**src/rtl/tone_pkg.sv**
```systemverilog
package tone_pkg;
   typedef enum logic {CH_IDLE = 1'b0, CH_RUN = 1'b1} ch_state_t;
   localparam int DEF_CODE_W = 8;
   localparam int DEF_SILENT = 2;
endpackage

```
**src/rtl/tone_chan.sv**
```systemverilog
module tone_chan
   import tone_pkg::*;
#(
   parameter int CODE_W      = 8,
   parameter int PRE         = 6,
   parameter int ZERO_MAP    = 257,
   parameter int SILENT_CODE = 2
) (
   input  logic              clk,
   input  logic              rst_n,
   input  logic              tick,
   input  logic              run,
   input  logic              ld,
   input  logic [CODE_W-1:0] ld_code,
   output logic              wave,
   output logic              busy
);
   localparam int HALF_PRE = PRE / 2;
   localparam int PRE_W    = (HALF_PRE > 1) ? $clog2(HALF_PRE) : 1;
   localparam int MAX_DIV  = (ZERO_MAP > (2**CODE_W) - 1) ? ZERO_MAP : (2**CODE_W) - 1;
   localparam int DIV_W    = $clog2(MAX_DIV + 1);
   localparam logic [PRE_W-1:0]  PRE_LAST = PRE_W'(HALF_PRE - 1);
   localparam logic [CODE_W-1:0] SIL      = CODE_W'(SILENT_CODE);

   generate
      if (PRE < 2 || (PRE % 2) != 0) begin : g_bad_pre
         $error("tone_chan: PRE must be even and at least 2");
      end
      if (ZERO_MAP < 3) begin : g_bad_map
         $error("tone_chan: ZERO_MAP must be at least 3");
      end
   endgenerate

   function automatic logic [DIV_W-1:0] eff_div(input logic [CODE_W-1:0] c);
      if (c <= CODE_W'(1)) return DIV_W'(ZERO_MAP);
      else                 return DIV_W'(c);
   endfunction

   ch_state_t         state_q;
   logic [CODE_W-1:0] code_q;
   logic [DIV_W-1:0]  div_q;
   logic [DIV_W-1:0]  div_cnt;
   logic [PRE_W-1:0]  pre_cnt;
   logic              wave_q;

   logic silent, stop_req, step, term;
   always_comb begin
      silent   = (code_q == SIL);
      stop_req = !run || silent;
      step     = tick && (pre_cnt == PRE_LAST);
      term     = step && (div_cnt == div_q - DIV_W'(1));
   end

   always_ff @(posedge clk or negedge rst_n) begin
      if (!rst_n) begin
         state_q <= CH_IDLE;
         code_q  <= SIL;
         div_q   <= DIV_W'(ZERO_MAP);
         div_cnt <= '0;
         pre_cnt <= '0;
         wave_q  <= 1'b0;
      end else begin
         if (ld) code_q <= ld_code;
         case (state_q)
            CH_IDLE: begin
               if (tick && run && !silent) begin
                  state_q <= CH_RUN;
                  wave_q  <= 1'b1;
                  pre_cnt <= '0;
                  div_cnt <= '0;
                  div_q   <= eff_div(code_q);
               end
            end
            default: begin
               if (tick) begin
                  pre_cnt <= (pre_cnt == PRE_LAST) ? '0 : pre_cnt + PRE_W'(1);
                  if (term) begin
                     div_cnt <= '0;
                     if (wave_q && stop_req) begin
                        wave_q  <= 1'b0;
                        state_q <= CH_IDLE;
                     end else begin
                        wave_q <= !wave_q;
                        if (!silent) div_q <= eff_div(code_q);
                     end
                  end else if (step) begin
                     div_cnt <= div_cnt + DIV_W'(1);
                  end
               end
            end
         endcase
      end
   end

   assign wave = wave_q;
   assign busy = (state_q == CH_RUN);
endmodule

```
**src/rtl/burst_ctl.sv**
```systemverilog
module burst_ctl #(
   parameter int BURST_TICKS = 115200
) (
   input  logic clk,
   input  logic rst_n,
   input  logic tick,
   input  logic restart,
   input  logic cont,
   output logic run,
   output logic burst_on
);
   localparam int TW = $clog2(BURST_TICKS + 1);
   localparam logic [TW-1:0] LOAD = TW'(BURST_TICKS);

   generate
      if (BURST_TICKS < 1) begin : g_bad_burst
         $error("burst_ctl: BURST_TICKS must be at least 1");
      end
   endgenerate

   logic [TW-1:0] cnt_q;
   logic          on_q;

   always_ff @(posedge clk or negedge rst_n) begin
      if (!rst_n) begin
         cnt_q <= '0;
         on_q  <= 1'b0;
      end else if (restart) begin
         cnt_q <= LOAD;
         on_q  <= 1'b1;
      end else if (tick && on_q) begin
         cnt_q <= cnt_q - TW'(1);
         if (cnt_q == TW'(1)) on_q <= 1'b0;
      end
   end

   assign run      = on_q || cont;
   assign burst_on = on_q;
endmodule

```
**src/rtl/dual_tone_gen.sv**
```systemverilog
module dual_tone_gen #(
   parameter int CODE_W      = 8,
   parameter int HI_PRE      = 6,
   parameter int LO_PRE      = 14,
   parameter int HI_ZERO_MAP = 257,
   parameter int LO_ZERO_MAP = 256,
   parameter int SILENT_CODE = 2,
   parameter int BURST_TICKS = 115200
) (
   input  logic              clk,
   input  logic              rst_n,
   input  logic              tick,
   input  logic              hi_wr,
   input  logic              lo_wr,
   input  logic [CODE_W-1:0] wr_code,
   input  logic              cont_mode,
   output logic              tone_hi,
   output logic              tone_lo,
   output logic              active
);
   localparam int N_CH = 2;

   generate
      if (CODE_W < 2) begin : g_bad_code
         $error("dual_tone_gen: CODE_W must be at least 2");
      end
   endgenerate

   logic            run_req;
   logic            burst_on;
   logic [N_CH-1:0] chan_wave;
   logic [N_CH-1:0] chan_busy;
   logic [N_CH-1:0] chan_ld;

   assign chan_ld = {lo_wr, hi_wr};

   burst_ctl #(.BURST_TICKS(BURST_TICKS)) u_burst (
      .clk      (clk),
      .rst_n    (rst_n),
      .tick     (tick),
      .restart  (lo_wr),
      .cont     (cont_mode),
      .run      (run_req),
      .burst_on (burst_on)
   );

   for (genvar g = 0; g < N_CH; g++) begin : g_ch
      localparam int P = (g == 0) ? HI_PRE : LO_PRE;
      localparam int Z = (g == 0) ? HI_ZERO_MAP : LO_ZERO_MAP;
      tone_chan #(
         .CODE_W(CODE_W), .PRE(P), .ZERO_MAP(Z), .SILENT_CODE(SILENT_CODE)
      ) u_chan (
         .clk     (clk),
         .rst_n   (rst_n),
         .tick    (tick),
         .run     (run_req),
         .ld      (chan_ld[g]),
         .ld_code (wr_code),
         .wave    (chan_wave[g]),
         .busy    (chan_busy[g])
      );
   end

   assign tone_hi = chan_wave[0];
   assign tone_lo = chan_wave[1];
   assign active  = |chan_busy;
endmodule

```
**config.mk**
```make
export PLATFORM = sky130hd
export DESIGN_NAME = dual_tone_gen
export DESIGN_NICKNAME = d
export VERILOG_FILES = /design/src/rtl/tone_pkg.sv /design/src/rtl/tone_chan.sv /design/src/rtl/burst_ctl.sv /design/src/rtl/dual_tone_gen.sv
export SDC_FILE = /design/constraint.sdc
export NUM_CORES = 1
export LEC_CHECK = 0
export BUFFER_PORTS_ARGS = -buffer_cell sky130_fd_sc_hd__buf_2
export CAP_MARGIN = 20
export CORE_MARGIN = 4
export CORE_UTILIZATION = 67
export DETAILED_ROUTE_END_ITERATION = 8
export GPL_ROUTABILITY_DRIVEN = 1
export PLACE_DENSITY = 0.85
export SYNTH_ARGS = -nofsm -noshare
export SYNTH_HDL_FRONTEND = slang
export SYNTH_SLANG_ARGS = --single-unit
export TNS_END_PERCENT = 20
```
**constraint.sdc**
```tcl
create_clock -name clk -period 4.6 [get_ports clk]
set_clock_uncertainty 0.05 [all_clocks]
set_input_delay 0 -clock clk [delete_from_list [all_inputs] [get_ports clk]]
set_output_delay 0 -clock clk [all_outputs]
set_load 0.1 [all_outputs]
```
==> run metrics, run 1 <==
status completed; Cell Pwr Density 415.0 mW/mm2; largest net degree at the start of global routing 80; clock transition at the registers of the reported paths 0.09 ns; Peak Freq 314.9 MHz; final net count 473; HP Class in2reg; number of cells produced by synthesis 426; Core Area 0.006061 mm2; Buf+Inv Stages, Crit Path 0; Final WS setup 1.424 ns; R2R cell count 6; I/O Buffers 16; initial antenna violation count 0; post-detailed-placement half-perimeter wirelength 5948 um; worst r2r dst g_ch[1].u_chan.div_q[5]; Critical Path Max Stage Delay 0.65 ns; Leak 0.002057 uW; delay-heaviest family, CP compound AO/OA/AOI/OAI gates; CTS buffer count 9; Die H 88.12 um; crit start category flop; CTS Sinks 79; Post-Route WL 8880 um; DR iter-0 viols 211; Max Buffers Root-to-Sink 2; R2R Setup Slk 1.42 ns; Internal 1269 uW; FP Rows 28; NetSw 695.2 uW; Hold Path Origin tick; Comb power frac 0.274; number of synthesized register bits 79; DRC Markers 0; main combinational cell family by area after synthesis simple AND/OR/NAND/NOR gates; IO Pins 17; full die area 0.007764 mm2; ANT nets after route 0; vias in the first global route 3310; crit path DAT 3.37 ns; drt via density 6.114; sequential share of the synthesized area 0.4612; Mapped Nets 446; slowest CP cell nor4_1; RSZ-0062 raised after global routing false; Synth Area in Simple Gates 0.1923; Avg WL per Cell 16.66 um; initial core utilization 0.7095; worst slack, placed 1.553 ns; Final Critical Period 3.176 ns; TritonCTS clock tree done; chip width 88.12 um; Vias 3259; crit path kind reg2reg; Placer Congestion 0.9126; worst-margin pin slew 0.9693 ns; hold depth 3; Post-Synth XOR/XNOR Area 0.09572; Hold Path End g_ch[1].u_chan.pre_cnt[1]; WP depth 6; CTS HTree Levels 3; adder-cell area share of the yosys netlist 0.01746; crit path max fanout 9; register area 0.001983 mm2; origin of the critical flop-to-flop path g_ch[1].u_chan.div_q[2]; yosys synthesis warning count 0; footprint of the multi-input gates 0.002208 mm2; Post-Syn Area 0.004300 mm2; CTS resizes 0; EDFF count, synth 0; asr flop ratio synth 1.000; Yosys cell types 61; Net Sw Frac 0.3540; wire length of the first global-routing pass 15370 um; DR pass1 iterations 4; sequential power share 0.483; CP Capture Type flop; critical path cell sequence nor4_1 > a211oi_1 > a211o_1 > a22oi_1 > o32a_1 > mux2_2; Post-CTS Hold Fix Bufs 12; fill count 421; Hold Vio Cnt, Final 0; setup bufs post-CTS 0; ys flop type dfrtp_1; clock share of power 0.244; GR Overflow Total 0; VDD IR max 293.4 uV; Final period util 0.6904; root buffer cell clkbuf_8; area added between synthesis and finish 10.04%; Slew Limit Fails 0; All-Layer GR Usage 0.2557; # Max-Cap Violations 0; Worst-Skew Late Latency 0.36 ns; Worst EP required 4.79 ns; compound-gate portion of the synthesized area 0.1225; Pwr Total 1964 uW; multiplexer share of the synthesized area 0.08554; layout cells sized above 1 0.1703; # diodes 0; endpoints failing setup 0; average size of a mapped cell 10.09 um2; max_slew headroom 0.3538; design area 0.004732 mm2; cell area after placement 0.004432 mm2; Setup TNS 0 ns
## worst register-to-register path, cell delays in order (launching register included)
cell	delay (ns)
dfrtp_1	0.45
nor4_1	0.65
a211oi_1	0.18
a211o_1	0.27
a22oi_1	0.53
o32a_1	0.53
mux2_2	0.40
## kinds of logic (layout without fill, tap and decap cells)
kind of cell / after synthesis / after routing
AOI/OAI and AO/OA: 71 / 71
xor gates and xnor gates: 45 / 45
adders and majority gates: 6 / 6
buffers and inverters: 28 / 60
DFF: 79 / 79
muxes: 33 / 33
and+or+nand+nor: 164 / 164
## synth_stat cells (3+ instances only)
master	count	share of area
dfrtp_1	74	0.43
nor2_1	52	0.045
mux2_2	30	0.079
nand2_1	28	0.024
xnor2_1	26	0.053
o21ai_0	21	0.024
nand3_1	20	0.023
xor2_1	18	0.037
inv_1	15	0.013
nor3_1	11	0.013
a21oi_1	9	0.010
clkbuf_1	8	0.0070
nor4_1	8	0.012
and3_1	6	0.0087
ha_1	6	0.017
dfstp_2	5	0.031
nor2b_1	5	0.0073
or3_1	5	0.0073
nand2b_1	4	0.0058
o21bai_1	4	0.0070
a221oi_1	3	0.0061
a31oi_1	3	0.0044
a41o_1	3	0.0070
and2_1	3	0.0044
mux2i_1	3	0.0070
nand3b_1	3	0.0052
nand4_1	3	0.0044
o211ai_1	3	0.0052
o221ai_1	3	0.0061
o31ai_1	3	0.0052
or2_2	3	0.0044
## flip-flops by register name, summed over array words and instances (netlist names)
name	count
g_ch.u_chan.div_cnt	18
u_burst.burst_on	1
g_ch.u_chan.code_q	16
g_ch.u_chan.div_q	18
u_burst.cnt_q	17
g_ch.u_chan.pre_cnt	5
g_ch.u_chan.wave	2
g_ch.u_chan.busy	2
## power groups by stage
stage	clock network, uW	logic, uW	registers [uW]
CTS	487	536	944
global placement	0	499	950
detailed placement	0	524	953
floorplan	0	437	916
finish	478	538	948
global route	520	596	965
## cell type report
type / count / share of cell area
inverters: 15 / 0.01190
repair buffers: 29 / 0.04442
flip-flops and latches: 79 / 0.4191
clock buffers: 9 / 0.02618
well taps: 75 / 0.01983
multi-input cells: 319 / 0.4667
clock inverters: 7 / 0.01190
## how the worst max path moves through the flow
stage                       startpoint                       to  slack, ns
2_1_floorplan  g_ch[1].u_chan.div_q[0]  g_ch[1].u_chan.div_q[1]       1.88
3_3_place_gp   g_ch[1].u_chan.div_q[2]  g_ch[1].u_chan.div_q[6]       1.72
6_report       g_ch[1].u_chan.div_q[2]  g_ch[1].u_chan.div_q[5]       1.42
3_5_place_dp   g_ch[1].u_chan.div_q[2]  g_ch[1].u_chan.div_q[1]       1.55
5_1_grt        g_ch[1].u_chan.div_q[2]  g_ch[1].u_chan.div_q[5]       1.29
4_1_cts        g_ch[1].u_chan.div_q[2]  g_ch[1].u_chan.div_q[5]       1.50
## through the flow
stage	hold WS (ns)	utilization	instances
5_1_grt	0.05223	0.7808	533
3_5_place_dp	0.1655	0.7312	505
2_1_floorplan	-0.3456	-	426
4_1_cts	0.02699	0.7808	533
3_3_place_gp	0.1618	0.7312	505
6_report	0.03408	0.7808	533
## placed cells by master (no fill, tap or decap), drive strengths merged, types with 11 or more instances in the layout
cell and instances:
buf 17, dfrtp 74, dlygate4sd3 12, inv 17
mux2 30, nand2 28, nand3 20, nor2 52
nor3 11, o21ai 22, xnor2 26, xor2 18
## metal layers
| metal | GRT usage | part of all wire | vias up |
|---|---|---|---|
| li1 | - | - | 1579 |
| met5 | 0 | 0 | - |
| met4 | 0.09753 | 0.016 | 0 |
| met2 | 0.4288 | 0.51 | 60 |
| met1 | 0.3350 | 0.44 | 1607 |
| met3 | 0.04233 | 0.035 | 13 |
No activity file was read; power rests on OpenSTA's default activity.
==> run 2: changes to the inputs <==
CORE_UTILIZATION = 56   (was 67)
PLACE_DENSITY = 0.76   (was 0.85)
clock period = 2.9 ns   (was 4.6 ns; I/O delays follow)
==> run 2 against run 1 <==
  * Core utilization down 11 points
  * Worst setup slack worse by 1.3 ns
  * Register-to-register slack got worse by 1.3 ns
  * Critical path depth up 1
  * Final area is 4.9% higher
  * Critical path type unchanged
==> run metrics, run 2 (same netlist as run 1, synthesis figures left out) <==
Leak 0.002151 uW; chip width 95.63 um; HP Class in2reg; sequential power share 0.432; Placer Congestion 0.8014; vias in the first global route 3186; I/O Buffers 16; DRC Markers 0; TritonCTS clock tree done; Buf+Inv Stages, Crit Path 1; post-detailed-placement half-perimeter wirelength 6272 um; initial antenna violation count 0; Net Sw Frac 0.3138; IO Pins 17; footprint of the multi-input gates 0.002238 mm2; NetSw 1095 uW; delay-heaviest family, CP simple AND/OR/NAND/NOR gates; Worst EP required 3.07 ns; CP Capture Type flop; Comb power frac 0.266; largest registers g_ch.u_chan.div_cnt: 18 flops, g_ch.u_chan.div_q: 18 flops, u_burst.cnt_q: 17 flops; full die area 0.009145 mm2; VDD IR max 415.3 uV; fill count 568; FP Rows 31; wire length of the first global-routing pass 15370 um; commonest cells after routing, fill and taps aside 73 x dfrtp_1, 52 x nor2_1, 30 x mux2_2, 28 x nand2_1, 26 x xnor2_1; crit path kind reg2reg; # Max-Cap Violations 0; Hold Path Origin hi_wr; Peak Freq 358.2 MHz; Finished Layout Cells 566; Max Buffers Root-to-Sink 2; CTS buffer count 9; Slew Limit Fails 0; Final Critical Period 2.791 ns; Hold Path End g_ch[0].u_chan.code_q[1]; commonest non-fill, non-tap cell in the layout dfrtp_1; initial core utilization 0.5835; Worst-Skew Late Latency 0.34 ns; status completed; Hold Vio Cnt, Final 0; crit path max fanout 9; Inst Count DP 536; Avg WL per Cell 16.22 um; # diodes 0; Cell Pwr Density 702.8 mW/mm2; DR pass1 iterations 4; crit path DAT 2.97 ns; Core Area 0.007370 mm2; clock share of power 0.302; critical path cell sequence or4_4 > or3b_4 > a2111oi_4 > o211ai_4 > o22ai_4 > buf_12 > mux2_2; R2R cell count 7; root buffer cell clkbuf_8; largest net degree at the start of global routing 80; CTS HTree Levels 3; RSZ-0062 raised after global routing false; DR iter-0 viols 189; Internal 2395 uW; max_slew headroom 0.3402; GR Overflow Total 0; register area 0.001984 mm2; clock transition at the registers of the reported paths 0.08 ns; area added between synthesis and finish 15.48%; Critical Path Max Stage Delay 0.57 ns; hold depth 2; crit start category flop; worst r2r dst g_ch[0].u_chan.div_q[5]; worst-margin pin slew 0.9897 ns; layout cells sized above 1 0.1927; ANT nets after route 0; Die H 95.63 um; All-Layer GR Usage 0.2187; slowest CP cell or4_4; Vias 3277; final net count 482; R2R Setup Slk 0.11 ns; Post-Route WL 9181 um; endpoints failing setup 0; CTS Sinks 79; origin of the critical flop-to-flop path g_ch[0].u_chan.div_q[0]; Final period util 0.9626; drt via density 5.790; Setup TNS 0 ns
[run 2: cell types whose count changed in the layout (fill, tap and decap cells not counted), sizes merged]
cell,delta
clkinvlp,-1
bufinv,+4
inv,-1
clkinv,-4
clkbuf,+2
buf,+9
[run 2: per-stage QoR]
step	setup slack, ns	utilization	total power [uW]	cell area [um2]	hold WS [ns]
floorplan	0.1848	-	2147	4300	-0.3456
global placement	0.1515	0.6126	2349	4514	0.1651
detailed placement	0.06281	0.6126	2393	4514	0.1677
CTS	0.01558	0.6642	3468	4895	0.01925
global route	0.03735	0.6739	3685	4966	0.04742
finish	0.1085	0.6739	3490	4966	0.03702
[run 2: power by group through the flow]
stage / Clock [uW] / Sequential [uW] / Combinational [uW]
2_1_floorplan: 0 / 1450 / 694
3_3_place_gp: 0 / 1500 / 848
3_5_place_dp: 0 / 1510 / 882
4_1_cts: 1070 / 1490 / 902
5_1_grt: 1110 / 1540 / 1040
6_report: 1050 / 1510 / 929
[run 2: timing repair]
item,4_1_cts,5_1_grt
endpoints found under the setup margin,0,21
hold buffers,12,0
resized for setup,0,8
endpoints found under the hold margin,91,0
buffers inserted,0,2
[run 2: area by class of cell]
type / count / area share
clock buffer: 11 / 0.02646
clock inverter: 5 / 0.02595
inverter: 15 / 0.01134
multi-input combinational: 319 / 0.4507
sequential: 79 / 0.3996
tap: 99 / 0.02494
timing repair buffer: 38 / 0.06097
[run 2: how the worst max path moves through the flow]
stage | start | to | slack (ns) | depth (start not counted)
after CTS | g_ch[0].u_chan.div_q[1] | g_ch[0].u_chan.div_q[5] | 0.02 | 8
final | g_ch[0].u_chan.div_q[0] | g_ch[0].u_chan.div_q[5] | 0.11 | 7
after detailed placement | g_ch[0].u_chan.div_q[1] | g_ch[0].u_chan.div_q[5] | 0.06 | 8
after global routing | g_ch[0].u_chan.div_q[1] | g_ch[0].u_chan.div_q[6] | 0.04 | 9
after global placement | g_ch[0].u_chan.div_q[0] | g_ch[0].u_chan.div_q[5] | 0.15 | 6
after floorplan | g_ch[1].u_chan.div_q[0] | g_ch[1].u_chan.div_q[1] | 0.18 | 9
[run 2: routing by layer]
metal,up-vias,global-route usage,wire [um]
met3,15,0.05209,371
met5,-,0,0
met1,1601,0.2954,4310
met4,0,0.06635,128
li1,1593,-,-
met2,68,0.3497,4370
==> run 3: changes to the inputs <==
BUFFER_PORTS_ARGS = -buffer_cell sky130_fd_sc_hd__buf_4   (was -buffer_cell sky130_fd_sc_hd__buf_2)
==> run 3 against run 2 <==
  * Via count down 1.0%
  * Combinational power up 0.4%
  * Worst setup slack better by 0.015 ns
  * Maximum frequency up 0.55%
  * Core utilization down 0.56 points
  * Global-route usage down 0.58 points
  * Non-clock buffer count unchanged
  * Register-to-register slack better by 0.02 ns
  * Count of clock-buffer cells in the layout down 2
  * Critical endpoint is now g_ch[0].u_chan.div_q[7]
  * Largest power group unchanged
==> run metrics, run 3 (same netlist as run 1, synthesis figures left out) <==
origin of the critical flop-to-flop path g_ch[0].u_chan.div_q[0]; Vias 3244; clock transition at the registers of the reported paths 0.08 ns; # diodes 0; Buf+Inv Stages, Crit Path 2; slowest CP cell or4b_2; crit path kind reg2reg; Worst-Skew Late Latency 0.34 ns; critical path cell sequence inv_1 > ha_1 > or4b_2 > nor4_2 > xnor2_1 > o211ai_4 > o22ai_4 > buf_12 > mux2_2; initial core utilization 0.5835; CTS HTree Levels 3; Leak 0.002133 uW; Setup TNS 0 ns; CTS Sinks 79; GR Overflow Total 0; Core Area 0.007370 mm2; commonest non-fill, non-tap cell in the layout dfrtp_1; Final Util 0.6683; status completed; footprint of the multi-input gates 0.002223 mm2; drt via density 5.742; largest net degree at the start of global routing 80; max_slew headroom 0.3616; design area 0.004925 mm2; Avg WL per Cell 15.62 um; chip width 95.63 um; Die H 95.63 um; Hold Vio Cnt, Final 0; area added between synthesis and finish 14.52%; CP Capture Type flop; # Max-Cap Violations 0; root buffer cell clkbuf_8; R2R Setup Slk 0.12 ns; ANT nets after route 0; Worst EP required 3.08 ns; FP Rows 31; All-Layer GR Usage 0.2129; Final period util 0.9573; Hold Slack 0.1076 ns; worst-margin pin slew 0.9576 ns; R2R cell count 9; RSZ-0062 raised after global routing false; crit path DAT 2.96 ns; Pwr Total 3305 uW; vias in the first global route 3149; register area 0.001983 mm2; post-detailed-placement half-perimeter wirelength 6251 um; CTS buffer count 9; delay-heaviest family, CP simple AND/OR/NAND/NOR gates; Post-Route WL 8823 um; initial antenna violation count 0; largest registers g_ch.u_chan.div_cnt: 18 flops, g_ch.u_chan.div_q: 18 flops, u_burst.cnt_q: 17 flops; final net count 482; crit path max fanout 9; Critical Path Source g_ch[0].u_chan.div_q[0]; fill count 586; DRC Markers 0; hold depth 4; wire length of the first global-routing pass 14960 um; HP Class in2reg; full die area 0.009145 mm2; Slew Limit Fails 0; DR iter-0 viols 133; Cell Pwr Density 671.0 mW/mm2; Placer Congestion 0.9091; Hold Path Origin cont_mode; endpoints failing setup 0; worst r2r dst g_ch[0].u_chan.div_q[7]; DR pass1 iterations 4; Final Critical Period 2.776 ns; commonest cells after routing, fill and taps aside 74 x dfrtp_1, 52 x nor2_1, 30 x mux2_2, 28 x nand2_1, 26 x xnor2_1; layout cells sized above 1 0.1910; Max Buffers Root-to-Sink 2; crit start category flop; TritonCTS clock tree done; cell area after placement 0.004559 mm2; Hold Path End g_ch[1].u_chan.busy; VDD IR max 395.1 uV; Critical Path Max Stage Delay 0.65 ns; IO Pins 17; Peak Freq 360.2 MHz; I/O Buffers 16
## run 3: repair_timing
| item | CTS | global route |
|---|---|---|
| buffers inserted | 0 | 1 |
| resized for setup | 0 | 4 |
| endpoints found under the setup margin | 0 | 15 |
| endpoints found under the hold margin | 107 | 0 |
| hold buffers | 12 | 0 |
## run 3: worst max-delay path by stage
stage                         endpoint  slack (ns)  depth (start not counted)
2_1_floorplan  g_ch[1].u_chan.div_q[1]        0.18                          9
3_3_place_gp   g_ch[0].u_chan.div_q[7]        0.21                          6
3_5_place_dp   g_ch[1].u_chan.div_q[5]        0.09                          8
4_1_cts        g_ch[0].u_chan.div_q[1]        0.01                          8
5_1_grt        g_ch[0].u_chan.div_q[2]        0.02                          9
6_report       g_ch[0].u_chan.div_q[7]        0.12                          9
## run 3: area by class of cell
type | instances | area share
multi-input combinational | 319 | 0.4515
sequential | 79 | 0.4027
timing repair buffer | 38 | 0.06657
clock buffer | 9 | 0.02515
tap | 99 | 0.02515
clock inverter | 6 | 0.01753
inverter | 15 | 0.01143
## run 3: per-stage QoR
step	setup WS, ns	cells
after global routing	0.01575	565
after floorplan	0.1848	426
after global placement	0.2078	537
after detailed placement	0.08940	537
final	0.1239	565
after CTS	0.01178	564
## run 3: per-layer routing
layer	track usage	vias to the layer above	part of all wire
li1	-	1592	-
met1	0.2997	1583	0.47
met2	0.3277	56	0.48
met3	0.04972	13	0.035
met4	0.06517	0	0.014
met5	0	-	0
## run 3: worst register-to-register path: cells and delay by family (launching register included)
kind                       cells  cell delay [ns]
AOI/OAI and AO/OA              2             0.32
xor gates and xnor gates       1             0.23
adders and majority gates      1             0.22
buffers and inverters          2             0.23
DFF                            1             0.39
muxes                          1             0.33
and+or+nand+nor                2             0.90
## run 3: power by group
group / switching, uW / leakage [uW] / internal [uW] / total (uW)
clock network: 391 / 0.000105 / 478 / 869
logic: 465 / 0.00104 / 469 / 933
registers: 229 / 0.000988 / 1270 / 1500
